===== src/rtl/plane_ctl_regs.sv =====
module plane_ctl_regs #(
  parameter int DW    = 16,
  parameter int NREG  = 8,
  parameter int NCOL  = 4,
  parameter int LENW  = 12,
  parameter logic [7:0]      ROP_RST = 8'hF0,
  parameter logic [LENW-1:0] LEN_RST = 12'h00F
) (
  input  logic               clk,
  input  logic               rst_n,
  input  logic               eng_en,
  input  logic               wr_en,
  input  logic               rd_en,
  input  logic [3:0]         addr,
  input  logic               wsize,
  input  logic [DW-1:0]      wdata,
  output logic [DW-1:0]      rdata,
  output logic [7:0]         plane_we,
  output logic [1:0]         col_src,
  output logic [3:0]         lead_plane,
  output logic               cmp_lead,
  output logic [1:0]         wr_src,
  output logic               shin_cpu,
  output logic [1:0]         load_mode,
  output logic [7:0]         rop,
  output logic [7:0]         fg_color,
  output logic [7:0]         bg_color,
  output logic [NCOL*DW-1:0] fg_mask,
  output logic [NCOL*DW-1:0] bg_mask,
  output logic [DW-1:0]      pix_mask,
  output logic               shift_desc,
  output logic [3:0]         dst_bit,
  output logic [3:0]         src_bit,
  output logic [LENW-1:0]    shift_len,
  output logic               shift_reinit,
  output logic               bad_access,
  output logic [NREG*DW-1:0] shadow
);
  localparam int IW = $clog2(NREG);

  logic [DW-1:0] raw [NREG];
  logic          narrow, wword, wbyte, fg_byte, any_acc;
  logic [IW-1:0] idx;

  assign idx     = addr[IW:1];
  assign narrow  = ~wsize | addr[0];
  assign wword   = eng_en & wr_en & ~narrow;
  assign wbyte   = eng_en & wr_en & narrow;
  assign fg_byte = wbyte & (addr == 4'h6);
  assign any_acc = eng_en & (wr_en | rd_en);
  assign rdata   = '1;

  genvar gp;
  generate
    for (gp = 0; gp < NCOL; gp++) begin : g_plane
      assign fg_mask[gp*DW +: DW] = {DW{fg_color[gp]}};
      assign bg_mask[gp*DW +: DW] = {DW{bg_color[gp]}};
    end
    for (gp = 0; gp < NREG; gp++) begin : g_flat
      assign shadow[gp*DW +: DW] = raw[gp];
    end
  endgenerate

  always_ff @(posedge clk) begin
    if (!rst_n) begin
      for (int i = 0; i < NREG; i++) raw[i] <= '0;
      plane_we     <= '0;
      col_src      <= '0;
      lead_plane   <= '0;
      cmp_lead     <= 1'b0;
      wr_src       <= '0;
      shin_cpu     <= 1'b0;
      load_mode    <= '0;
      rop          <= ROP_RST;
      fg_color     <= '0;
      bg_color     <= '0;
      pix_mask     <= '0;
      shift_desc   <= 1'b0;
      dst_bit      <= '0;
      src_bit      <= '0;
      shift_len    <= LEN_RST;
      shift_reinit <= 1'b0;
      bad_access   <= 1'b0;
    end else begin
      shift_reinit <= wword & (idx == IW'(6) || idx == IW'(7));
      bad_access   <= any_acc & narrow & ~(wr_en & (addr == 4'h6));
      if (wword) begin
        raw[idx] <= wdata;
        case (idx)
          IW'(0): plane_we <= wdata[7:0];
          IW'(1): begin
            col_src    <= wdata[14:13];
            lead_plane <= wdata[11:8];
          end
          IW'(2): begin
            cmp_lead  <= ~wdata[13];
            wr_src    <= wdata[12:11];
            shin_cpu  <= wdata[10];
            load_mode <= wdata[9:8];
            rop       <= wdata[7:0];
          end
          IW'(3): fg_color <= wdata[7:0];
          IW'(4): if (col_src == 2'b00) pix_mask <= wdata;
          IW'(5): bg_color <= wdata[7:0];
          IW'(6): begin
            shift_desc <= wdata[12];
            dst_bit    <= wdata[7:4];
            src_bit    <= wdata[3:0];
          end
          default: shift_len <= wdata[LENW-1:0];
        endcase
      end
      if (wbyte) begin
        if (addr[0]) raw[idx][DW-1:8] <= wdata[7:0];
        else         raw[idx][7:0]    <= wdata[7:0];
        if (fg_byte) fg_color <= wdata[7:0];
      end
    end
  end

  AST_WINDOW_GONE: assert property (@(posedge clk) disable iff (!rst_n)
    !eng_en |=> ($stable(shadow) && !shift_reinit && !bad_access));
  AST_MASK_GATED: assert property (@(posedge clk) disable iff (!rst_n)
    (wword && addr[3:1] == 3'd4 && col_src != 2'b00) |=> $stable(pix_mask));
  AST_REINIT_CAUSE: assert property (@(posedge clk) disable iff (!rst_n)
    shift_reinit |-> $past(eng_en && wr_en && wsize && !addr[0] && addr[3:2] == 2'b11));
  AST_BYTE_NO_ROP: assert property (@(posedge clk) disable iff (!rst_n)
    (wbyte && addr[3:1] == 3'd2) |=> ($stable(rop) && $stable(wr_src) && bad_access));
  AST_FLAG_NEEDS_EN: assert property (@(posedge clk) disable iff (!rst_n)
    bad_access |-> $past(eng_en && (wr_en || rd_en)));
endmodule


===== config.mk =====
export PLATFORM = sky130hd
export DESIGN_NAME = plane_ctl_regs
export DESIGN_NICKNAME = d
export VERILOG_FILES = /design/src/rtl/plane_ctl_regs.sv
export SDC_FILE = /design/constraint.sdc
export NUM_CORES = 1
export LEC_CHECK = 0
export CAP_MARGIN = 5
export CORE_ASPECT_RATIO = 0.6
export CORE_UTILIZATION = 46
export CTS_CLUSTER_SIZE = 30
export DETAILED_ROUTE_END_ITERATION = 6
export PLACE_DENSITY = 0.86
export SLEW_MARGIN = 0
export SYNTH_ARGS = -nofsm -noshare
export SYNTH_HDL_FRONTEND = slang
export SYNTH_SLANG_ARGS = --single-unit

===== constraint.sdc =====
create_clock -name clk -period 6.1 [get_ports clk]
set_input_delay 0.61 -clock clk [delete_from_list [all_inputs] [get_ports clk]]
set_output_delay 0.61 -clock clk [all_outputs]
set_load 0.005 [all_outputs]

==> flow_summary.json, run 1 <==
{
  "status": "finished clean",
  "ir_drop_mv": 0.185,
  "yosys_warnings": 0,
  "via_per_inst": 5.36,
  "power_frac_clock": 0.407,
  "start_util": 0.473,
  "dpl.hpwl_um": 19100,
  "p_int_uw": 2400,
  "critPathKind": "in2reg",
  "gr-total-overflow": 0,
  "die_area_mm2": 0.0203,
  "cts_setup_buffers": 0,
  "slowest_stage": "nor3b_2",
  "wl_per_cell_um": 20.7,
  "final_core_util": 0.650,
  "grt_pass1_vias": 6778,
  "hold_ws_ps": 460,
  "clock_path_buffers": 3,
  "netlist_area_mm2": 0.00905,
  "yosys-top-cells-area": "edfxtp_1 (42%), dfxtp_1 (18%), buf_4 (12%), nor2_1 (4.9%), nand3_1 (4.1%)",
  "path_cells": "clkdlybuf4s50_1, nor3b_2, nand2_1, nand2_1",
  "wl_um": 27700,
  "n_fill_cell": 1427,
  "drt.antenna.violating_nets": 0,
  "synthArstFlopShare": 0,
  "finClkSkew_ps": 3.02,
  "placed_cells": 1300,
  "crit_path_frequent_cell": "nand2_1",
  "clock-sinks": 211,
  "grt_start_max_net_pins": 62,
  "io_pins": 381,
  "swShare": 0.225,
  "htreeDepth": 1,
  "drv_cap": 0,
  "insertion_delay_ps": 500,
  "worstMarginPinSlew_ps": 1170,
  "r2r-start": "col_src[1]",
  "setup_tns_ps": 0,
  "cts_tree": "built",
  "powerDensity_mw_per_mm2": 249,
  "multi_input_area_mm2": 0.00227,
  "coreArea_mm2": 0.0191,
  "setup_viol": 0,
  "min_period_over_period": 0.509,
  "yosysTopAreaCellShare": 0.425,
  "synth.most_common_cell": "buf_4",
  "synth_cells": 859,
  "rrSetupSlack_ps": 4750,
  "seqCellArea_mm2": 0.00551,
  "p_sw_uw": 699,
  "final_layout_size_suffix_gt1_frac": 0.0410,
  "comb_power_share": 0.083,
  "post_cts_resized": 0,
  "instances_no_fill": 1338,
  "avgSynthCellArea_um2": 10.5,
  "clockRootBuffer": "clkbuf_16",
  "rsz0062_at_grt": "no",
  "hold_viol": 0,
  "synth-edff-count": 128,
  "cts-hold-fix-buffers": 0,
  "ys_seq_area_frac": 0.608,
  "gp_congestion": 0.834,
  "area_delta_synth_final_pct": 37.5,
  "synth_seq_cells": 211,
  "hold_depth": 2,
  "startpoint_type": "input pin",
  "die_h_um": 111,
  "crit_path_max_fanout": 17,
  "row_count": 39,
  "ff2ff_path_depth": 2,
  "maxSlewViolCount": 0,
  "grt_use_total": 0.264,
  "synthTopCellsByCount": "buf_4 (144), edfxtp_1 (128), nor2_1 (117)",
  "max_freq_mhz": 322,
  "r2r_end": "pix_mask[0]",
  "hp-class": "reg2reg",
  "ys.flop_type": "edfxtp_1",
  "io_buffer_count": 364,
  "die_w_um": 183,
  "insertedDiodeCount": 0,
  "min_to": "pix_mask[5]",
  "power.share.sequential": 0.510,
  "antenna_found_initial": 0,
  "period_needed_ps": 3110,
  "dr_total_vias": 7168,
  "drc": 0,
  "max_stage_delay_ps": 960,
  "hp-start": "pix_mask[5]",
  "nNetsFinal": 1083,
  "cp-end-kind": "register",
  "drt_first_pass_iters": 5,
  "power_leakage_uw": 0.00437,
  "arrival_ps": 3250,
  "cts_buffers": 21,
  "cp.required_ps": 6240,
  "cts.reportedPaths.clkPinSlew_ps": 60,
  "synth_top_cell_by_area": "edfxtp_1",
  "relSlewSlack": 0.217,
  "grt_pass1_wl_um": 40500,
  "synth_cell_type_count": 31,
  "drt-initial-drc-count": 863
}
==> layout make-up <==
cell class / instances / area share
Tap cell: 266 / 0.0268
Inverter: 1 / 0.000302
Clock buffer: 29 / 0.0473
Timing Repair Buffer: 367 / 0.294
Multi-Input combinational cell: 455 / 0.182
Clock inverter: 9 / 0.00644
Sequential cell: 211 / 0.443
==> layout by cell type, fill, tap and decap left out, types with 2 or more instances in the layout <==
master,count
or3b_1,2
clkbuf_8,3
mux2i_1,24
nand3b_1,4
edfxtp_1,128
o21ai_0,72
clkbuf_16,21
clkinv_2,5
and3_1,13
nand3_1,74
nor2_1,117
dfxtp_1,83
conb_1,16
a21oi_1,58
and3b_1,4
nand2_1,56
clkbuf_1,3
nor3b_1,2
clkbuf_2,2
clkdlybuf4s50_1,363
buf_4,3
inv_6,2
==> cell families after synthesis <==
family,count (synthesis),share of synthesized area
other,1,0.000414
buffers and inverters,208,0.148
flip-flops,211,0.608
multiplexers,24,0.0265
AO/OA/AOI/OAI,134,0.0761
AND/OR/NAND/NOR,281,0.141
==> routing by layer <==
metal,wire (um),vias to the layer above,global-route usage
met4,662,0,0.0817
met5,0,-,0
met1,11000,3465,0.359
met2,12900,466,0.419
li1,-,3188,-
met3,3170,49,0.0637
==> stage by stage <==
| step | power [uW] | setup WS (ps) | area (um2) |
|---|---|---|---|
| finish | 3100 | 2990 | 12400 |
| global route | 3190 | 2860 | 12400 |
| floorplan | 1700 | 3760 | 9100 |
| global placement | 1860 | 2720 | 11800 |
| detailed placement | 1870 | 2620 | 11800 |
| CTS | 3110 | 3110 | 12400 |
==> worst max-delay path, delay by kind of cell <==
family | cells | cell delay (ps)
and+or+nand+nor | 3 | 1870
buffers and inverters | 1 | 760
==> power by group through the flow <==
| stage | registers (uW) | logic [uW] | clock network, uW |
|---|---|---|---|
| after floorplan | 1610 | 91.2 | 0 |
| after global placement | 1610 | 248 | 0 |
| after detailed placement | 1610 | 253 | 0 |
| after CTS | 1580 | 255 | 1270 |
| after global routing | 1590 | 270 | 1330 |
| final | 1580 | 258 | 1260 |
==> how the worst max path moves through the flow <==
stage / slack (ps) / cells past startpoint / to / startpoint
6_report: 2990 / 4 / raw[2][13] / addr[2]
5_1_grt: 2860 / 4 / raw[2][13] / addr[2]
4_1_cts: 3110 / 4 / raw[2][13] / addr[2]
3_5_place_dp: 2620 / 4 / raw[2][11] / addr[2]
3_3_place_gp: 2720 / 4 / raw[2][11] / addr[2]
2_1_floorplan: 3760 / 4 / raw[0][0] / addr[3]
==> registers in the layout (all words and copies together), names as in the netlist, 4 cells and up <==
register / count
dst_bit: 4
shift_len: 12
plane_we: 8
lead_plane: 4
raw: 128
rop: 8
src_bit: 4
bg_color: 8
pix_mask: 16
fg_color: 8
No activity file was read; power rests on OpenSTA's default activity.
==> run 2, diff against run 1 <==
Settings changed: CORE_UTILIZATION 46 to 39, PLACE_DENSITY 0.86 to 0.77.
Clock period 6.1 ns to 2.55 ns, I/O delays scaled along.
==> flow_summary.json, run 2 (synthesized netlist as in run 1, its figures left out) <==
{
  "largest_reg_flops": 128,
  "cts_setup_buffers": 0,
  "cp-end-kind": "primary output",
  "ff2ff_path_depth": 2,
  "io_buffer_count": 364,
  "period_needed_ps": 2090,
  "final_layout_size_suffix_gt1_frac": 0.0789,
  "hold_depth": 3,
  "grt_pass1_vias": 6803,
  "cts-hold-fix-buffers": 0,
  "clock_path_buffers": 3,
  "slowest_stage": "dfxtp_1",
  "clockRootBuffer": "clkbuf_16",
  "wl_per_cell_um": 20.0,
  "crit_path_max_fanout": 18,
  "dpl.hpwl_um": 21200,
  "instances_no_fill": 1437,
  "grt_use_total": 0.230,
  "arrival_ps": 1830,
  "gr-total-overflow": 0,
  "critPathKind": "reg2out",
  "cts_buffers": 21,
  "drt-initial-drc-count": 688,
  "cts.reportedPaths.clkPinSlew_ps": 60,
  "n_fill_cell": 1959,
  "cts_tree": "built",
  "maxSlewViolCount": 0,
  "area_delta_synth_final_pct": 42.2,
  "via_per_inst": 5.08,
  "wl_um": 28700,
  "max_freq_mhz": 479,
  "hp-class": "in2reg",
  "cp_num_buf_inv": 1,
  "gp_congestion": 0.863,
  "setup_viol": 0,
  "layout_common_cells": "clkdlybuf4s50_1 (363), edfxtp_1 (128), nor2_1 (117)",
  "critPathTopFamily": "flip-flops",
  "multi_input_area_mm2": 0.00227,
  "grt_pass1_wl_um": 41100,
  "die_area_mm2": 0.0238,
  "mostFrequentLayoutCell": "clkdlybuf4s50_1",
  "rrSetupSlack_ps": 1200,
  "die_w_um": 199,
  "antenna_found_initial": 1,
  "top_register": "raw",
  "htreeDepth": 1,
  "min_period_over_period": 0.819,
  "clock-sinks": 211,
  "post_cts_resized": 0,
  "drc": 0,
  "drt_first_pass_iters": 7,
  "powerDensity_mw_per_mm2": 569,
  "placed_cells": 1398,
  "reg_top3": "raw x128, pix_mask x16, shift_len x12",
  "startpoint_type": "register",
  "path_cells": "clkdlybuf4s50_1",
  "drt.antenna.violating_nets": 0,
  "worstMarginPinSlew_ps": 772,
  "cp.required_ps": 2300,
  "grt_start_max_net_pins": 58,
  "seqCellArea_mm2": 0.00551,
  "row_count": 42,
  "io_pins": 381,
  "power_leakage_uw": 0.00460,
  "cp_num_cells": 1,
  "coreArea_mm2": 0.0224,
  "max_stage_delay_ps": 700,
  "die_h_um": 120,
  "rsz0062_at_grt": "no",
  "final_core_util": 0.575,
  "finClkSkew_ps": 5.66,
  "status": "finished clean",
  "nNetsFinal": 1139,
  "drv_cap": 0,
  "insertion_delay_ps": 500,
  "start_util": 0.404,
  "ir_drop_mv": 0.361,
  "setup_tns_ps": 0,
  "relSlewSlack": 0.484,
  "dr_total_vias": 7295,
  "hold_viol": 0
}
## run 2: cell types whose count changed in the layout (fill, tap and decap cells not counted), sizes merged
cell      change
clkinvlp      -1
clkinv        +2
inv           -1
diode         +1
buf          +56
## run 2: power breakdown
part           internal (uW)  total, uW  switching [uW]  leakage, uW
registers               3730       3780            44.2      0.00189
logic                    332        683             351      0.00242
clock network           1620       2860            1240     0.000300
total                   5690       7320            1630      0.00460
## run 2: final timing paths
path                                endpoint    startpoint
worst max-delay path             fg_mask[30]   fg_color[1]
worst min-delay path                  rop[5]         rst_n
worst max register to register   pix_mask[5]    col_src[1]
worst min register to register  pix_mask[13]  pix_mask[13]
## run 2: metal layers
layer | GRT usage | vias up | wire [um]
li1 | - | 3312 | -
met1 | 0.327 | 3531 | 12400
met2 | 0.354 | 413 | 13000
met3 | 0.0450 | 39 | 2690
met4 | 0.0683 | 0 | 655
met5 | 0 | - | 0
## run 2: layout make-up
cell class	instances	area share
clock inverters	9	0.00515
multi-input cells	455	0.176
inverters	1	0.000292
clock buffers	29	0.0432
repair buffers	423	0.317
diodes	1	0.000194
flip-flops and latches	211	0.428
well taps	308	0.0299
## run 2: through the flow
step                      hold WS (ps)  setup slack [ps]  power (uW)  area, um2
after floorplan                    365               563        4080       9100
after detailed placement           453               210        4530      12200
after global routing               228               352        7540      12900
final                              217               461        7320      12900
after CTS                          201               410        7360      12900
after global placement             448               312        4520      12200
